==> src/rtl/wrd_pkg.sv <==
// Shared constants for the reset domain generator.
// Assumes a two-bit write address space of four registers.
package wrd_pkg;
    localparam int unsigned ADDR_W      = 2;
    localparam int unsigned NUM_DOMAINS = 3;

    // Domain index, also the write address of its example register.
    typedef enum logic [ADDR_W-1:0] {
        DOM_ORD  = 2'd0,
        DOM_WAKE = 2'd1,
        DOM_GLOB = 2'd2,
        DOM_CTRL = 2'd3
    } dom_addr_t;

    typedef struct packed {
        logic glob;
        logic wake;
        logic ord;
    } clr_vec_t;
endpackage

==> src/rtl/wrd_rst_sync.sv <==
// Reset synchronizer: takes effect at once on a low input, releases after
// STAGES rising edges. Assumes STAGES >= 2.
module wrd_rst_sync #(
    parameter int unsigned STAGES = 2
) (
    input  logic clk,
    input  logic rst_in_n,
    output logic rst_out_n
);
    logic [STAGES-1:0] chain;

    // Shift ones in after release; clear the whole chain on assertion.
    always_ff @(posedge clk or negedge rst_in_n) begin
        if (!rst_in_n) chain <= '0;
        else           chain <= {chain[STAGES-2:0], 1'b1};
    end

    assign rst_out_n = chain[STAGES-1];
endmodule

==> src/rtl/wrd_domain_map.sv <==
// Maps the synchronized reset levels and the wake enable onto the three
// per-domain clears. Purely combinational.
module wrd_domain_map
    import wrd_pkg::*;
(
    input  logic     glob_act,
    input  logic     bus_act,
    input  logic     wake_en,
    output clr_vec_t clr
);
    // Wake context is spared by the bus reset only while armed.
    always_comb begin
        clr.glob = glob_act;
        clr.ord  = glob_act | bus_act;
        clr.wake = glob_act | (bus_act & ~wake_en);
    end
endmodule

==> src/rtl/wrd_reg_bank.sv <==
// Example register bank: one register per domain plus the wake enable,
// which lives in the global-only domain. Clears win over writes.
module wrd_reg_bank
    import wrd_pkg::*;
#(
    parameter int unsigned DATA_W = 8
) (
    input  logic              clk,
    input  clr_vec_t          clr,
    input  logic              wr_en,
    input  logic [ADDR_W-1:0] wr_addr,
    input  logic [DATA_W-1:0] wr_data,
    output logic [DATA_W-1:0] ord_q,
    output logic [DATA_W-1:0] wake_q,
    output logic [DATA_W-1:0] glob_q,
    output logic              wake_en_q
);
    logic [NUM_DOMAINS-1:0] clr_bits;
    logic [DATA_W-1:0]      regs [NUM_DOMAINS];

    assign clr_bits = {clr.glob, clr.wake, clr.ord};

    for (genvar d = 0; d < NUM_DOMAINS; d++) begin : g_dom
        // Domain register: synchronous clear, else load on a matching write.
        always_ff @(posedge clk) begin
            if (clr_bits[d])
                regs[d] <= '0;
            else if (wr_en && wr_addr == ADDR_W'(d))
                regs[d] <= wr_data;
        end
    end

    // Wake enable: global-only, so a bus reset cannot disarm it.
    always_ff @(posedge clk) begin
        if (clr.glob)
            wake_en_q <= 1'b0;
        else if (wr_en && wr_addr == DOM_CTRL)
            wake_en_q <= wr_data[0];
    end

    assign ord_q  = regs[DOM_ORD];
    assign wake_q = regs[DOM_WAKE];
    assign glob_q = regs[DOM_GLOB];
endmodule

==> src/rtl/wake_rst_domains.sv <==
// Top: gates the chip-wide reset with suspend, synchronizes both resets,
// derives the domain clears and holds the example registers.
// Assumes both reset inputs are active low and SYNC_STAGES >= 2.
module wake_rst_domains
    import wrd_pkg::*;
#(
    parameter int unsigned DATA_W      = 8,
    parameter int unsigned SYNC_STAGES = 2
) (
    input  logic              clk,
    input  logic              glob_rst_n,
    input  logic              bus_rst_n,
    input  logic              suspend,
    input  logic              wr_en,
    input  logic [1:0]        wr_addr,
    input  logic [DATA_W-1:0] wr_data,
    output logic              clr_ordinary,
    output logic              clr_wake,
    output logic              clr_global,
    output logic [DATA_W-1:0] ord_q,
    output logic [DATA_W-1:0] wake_q,
    output logic [DATA_W-1:0] glob_q,
    output logic              wake_en_q
);
    logic     glob_gated_n;
    logic     glob_sync_n;
    logic     bus_sync_n;
    clr_vec_t clr;

    // Suspend holds the chip-wide reset inactive.
    assign glob_gated_n = glob_rst_n | suspend;

    wrd_rst_sync #(.STAGES(SYNC_STAGES)) u_sync_glob (
        .clk       (clk),
        .rst_in_n  (glob_gated_n),
        .rst_out_n (glob_sync_n)
    );

    wrd_rst_sync #(.STAGES(SYNC_STAGES)) u_sync_bus (
        .clk       (clk),
        .rst_in_n  (bus_rst_n),
        .rst_out_n (bus_sync_n)
    );

    wrd_domain_map u_map (
        .glob_act (~glob_sync_n),
        .bus_act  (~bus_sync_n),
        .wake_en  (wake_en_q),
        .clr      (clr)
    );

    wrd_reg_bank #(.DATA_W(DATA_W)) u_bank (
        .clk       (clk),
        .clr       (clr),
        .wr_en     (wr_en),
        .wr_addr   (wr_addr),
        .wr_data   (wr_data),
        .ord_q     (ord_q),
        .wake_q    (wake_q),
        .glob_q    (glob_q),
        .wake_en_q (wake_en_q)
    );

    assign clr_ordinary = clr.ord;
    assign clr_wake     = clr.wake;
    assign clr_global   = clr.glob;
endmodule

==> config.mk <==
export PLATFORM = sky130hd
export DESIGN_NAME = wake_rst_domains
export DESIGN_NICKNAME = d
export VERILOG_FILES = /design/src/rtl/wrd_pkg.sv /design/src/rtl/wrd_rst_sync.sv /design/src/rtl/wrd_domain_map.sv /design/src/rtl/wrd_reg_bank.sv /design/src/rtl/wake_rst_domains.sv
export SDC_FILE = /design/constraint.sdc
export NUM_CORES = 1
export LEC_CHECK = 0
export BUFFER_PORTS_ARGS = -buffer_cell sky130_fd_sc_hd__buf_2
export CAP_MARGIN = 40
export CORE_AREA = 2 2 51 53
export CTS_CLUSTER_SIZE = 20
export DETAILED_ROUTE_END_ITERATION = 16
export DIE_AREA = 0 0 53 55
export PLACE_DENSITY = 0.79
export SYNTH_ARGS = -nofsm -noshare
export SYNTH_HDL_FRONTEND = slang
export SYNTH_SLANG_ARGS = --single-unit
export TNS_END_PERCENT = 50
==> constraint.sdc <==
create_clock -name clk -period 2.2 [get_ports clk]
set_input_delay 0.11 -clock clk [delete_from_list [all_inputs] [get_ports clk]]
set_output_delay 0.11 -clock clk [all_outputs]
set_load 0.01 [all_outputs]
==> summary.txt <==
Power
  – VDD IR-drop max: 0.000482 V
  – Leak: 0.000666 uW
  – Final Power: 1030 uW
  – P per Cell Area: 699 nW/um^2

Critical path
  – Critical path's top delay family: flip-flops
  – Crit path kind: flip-flop to output pin
  – Req. time, crit path: 2090 ps
  – CP Capture Type: output pin
  – Worst Path Arrival: 1390 ps
  – CP Max Fanout: 9
  – Slowest stage delay, CP: 470 ps
  – WP buf/inv: 1
  – Reg-to-Reg Start: u_sync_bus.chain[1]$_DFF_PN0_
  – Critical Path, Cell by Cell: nand2_1, buf_2
  – CP startpoint kind: flip-flop
  – Slowest cell on crit path: dfrtp_1
  – R2r worst-path depth: 2
  – Worst R2R End: u_bank.regs[1][6]$_SDFFCE_PN0P_
  – R2r setup slk: 770 ps

Layout
  – Antenna Cells: 0
  – # nets final: 146
  – Most common cell after layout, fill and taps aside: buf_2
  – Fill cell count: 202
  – Multi-input gate area: 265 um^2
  – Layout area overhead: 28.2%
  – FF/Latch Area: 841 um^2
  – Commonest non-fill, non-tap cells in the layout: buf_2 (43), edfxtp_1 (24), inv_1 (9)
  – Ratio of cells with drive above 1 in the final layout: 44.7%

Clock tree
  – Clock Latency Late Sink: 320 ps
  – Worst-path clk slew: 90 ps
  – CTS buffer count: 5
  – Root Driver: clkbuf_4
  – H-tree levels: 2
  – Post-CTS resize count: 0
  – Clk buf depth: 2
  – Clk sinks: 29
  – CTS tree: yes

Drt
  – Initial DRC count: 13
  – WL/cell: 12.4 um
  – DRC: 0
  – DRT Pass-1 Iters: 4
  – Post-route antenna net violation count: 0
  – DR vias/cell: 4.76
  – Final WL: 2010 um
  – Vias: 771

STA
  – Final setup viols: 0
  – Max Slew Vio Count: 0
  – Clock Skews: 10.9 ps
  – Fin crit period: 1500 ps
  – Fin crit share: 68.3%
  – Final TNS setup: 0 ps
  – Final hold slack: 63.3 ps
  – Hold Vio Cnt, Final: 0
  – RSZ-0062 raised after global routing: false
  – Max Fclk: 0.666 GHz

Yosys
  – Yosys cell types: 20
  – Syn Inst Count: 79
  – Synth Area per Inst: 14.5 um^2
  – #FFs+latches synth: 29
  – Synth warn: 0
  – Post-synthesis cell area: 1150 um^2
  – Sequential area share after synthesis: 73.2%

Global routing
  – Initial antenna violation count: 0
  – Tot GR Track Use: 15.5%
  – Pin count of the biggest net entering global routing: 11
  – Gr ovfl total: 0
  – First-pass GRT wire length: 2950 um
  – Number of global-route vias before repair: 666

Die
  – Initial core utilization: 48.6%
  – Die area: 2920 um^2
  – Die Y-Extent: 55 um
  – Core area: 2360 um^2
  – Rows: 18
  – # IOs: 43
  – Die Width: 53 um

Flow run
  – Max-Cap Viols: 0

Min path
  – WHS Path Cells: 3
  – Worst hold path endpoint: u_bank.wake_en_q$_SDFFE_PN0P_
  – Hold WC Path Type: input pin to flip-flop
  – Hold Crit Start: wr_data[0]

Outcome
  – Outcome: finished, final reports clean

Placed design
  – Port Buf Inserts: 42
  – Detailed Place HPWL: 1560 um
  – Global placer's final weighted congestion: 0.757
final cells by class:
type	instances	area share (%)
tap	30	2.55
inverter	9	2.29
clock buffer	5	2.55
multi-input combinational	40	18.0
clock inverter	3	0.850
timing repair buffer	46	16.7
sequential	29	57.1
cells in the mapped netlist (all sizes together):
| master | count | area, um^2 |
|---|---|---|
| dfrtp | 4 | 100 |
| and2 | 8 | 50.1 |
| or3b | 1 | 8.76 |
| o21ai | 2 | 13.8 |
| inv | 9 | 33.8 |
| and4b | 1 | 10.0 |
| nor3 | 16 | 120 |
| nand2b | 1 | 6.26 |
| nand3 | 2 | 10.0 |
| nand3b | 1 | 7.51 |
| nand2 | 4 | 15.0 |
| conb | 1 | 3.75 |
| edfxtp | 24 | 721 |
| or2 | 1 | 6.26 |
| dfxtp | 1 | 20.0 |
| mux2i | 1 | 10.0 |
| buf | 2 | 12.5 |
per-stage QoR:
stage	instances	setup slack, ps	area, um^2	util (%)
floorplan	80	842	1150	-
global placement	150	740	1390	58.7
detailed placement	151	667	1390	58.9
CTS	162	693	1470	62.3
global route	162	585	1470	62.3
finish	162	698	1470	62.3
power breakdown:
part / switching [uW] / leakage, uW / internal [uW]
Combinational: 66.6 / 0.000325 / 43.2
Sequential: 10.2 / 0.000310 / 628
Clock: 167 / 0.0000300 / 115
Total: 244 / 0.000666 / 786
sequential cells by signal (all words and copies together) (netlist names):
register / cells
u_bank.regs: 24
u_sync_bus.chain: 2
u_sync_glob.chain: 2
u_bank.wake_en_q: 1
worst max-delay path by stage:
| stage | start | end | slack, ps | cells past startpoint |
|---|---|---|---|---|
| global placement | wr_addr[1] | u_bank.regs[0][3]$_SDFFCE_PN0P_ | 740 | 3 |
| floorplan | u_sync_bus.chain[1]$_DFF_PN0_ | u_bank.regs[1][0]$_SDFFCE_PN0P_ | 840 | 2 |
| detailed placement | wr_addr[1] | u_bank.regs[0][0]$_SDFFCE_PN0P_ | 670 | 3 |
| finish | u_sync_glob.chain[1]$_DFF_PN0_ | clr_ordinary | 700 | 2 |
| CTS | u_sync_glob.chain[1]$_DFF_PN0_ | clr_ordinary | 690 | 2 |
| global route | u_sync_glob.chain[1]$_DFF_PN0_ | clr_ordinary | 590 | 2 |
logic make-up after synthesis:
kind of cell,share of synthesized area (%)
buffers and inverters,4.03
other,0.326
AND/OR/NAND/NOR,20.4
multiplexers,0.871
flip-flops,73.2
AO/OA/AOI/OAI,1.20
layer usage:
metal	vias to the layer above	part of all wire, %	GRT usage [%]
li1	380	-	-
met1	343	42	18.4
met2	44	46	24.2
met3	4	11	6.72
met4	0	0.94	7.69
met5	-	0	0
what timing repair did:
| action | 4_1_cts | 5_1_grt |
|---|---|---|
| buffers inserted | 0 | 0 |
| hold buffers | 3 | 0 |
| hold endpoints to repair | 4 | 0 |
tightest hold or removal path, stage by stage:
cell and delay, ps:
buf_2 120, nand2_1 50, mux2i_1 60
(Power assumes the default switching activity.)
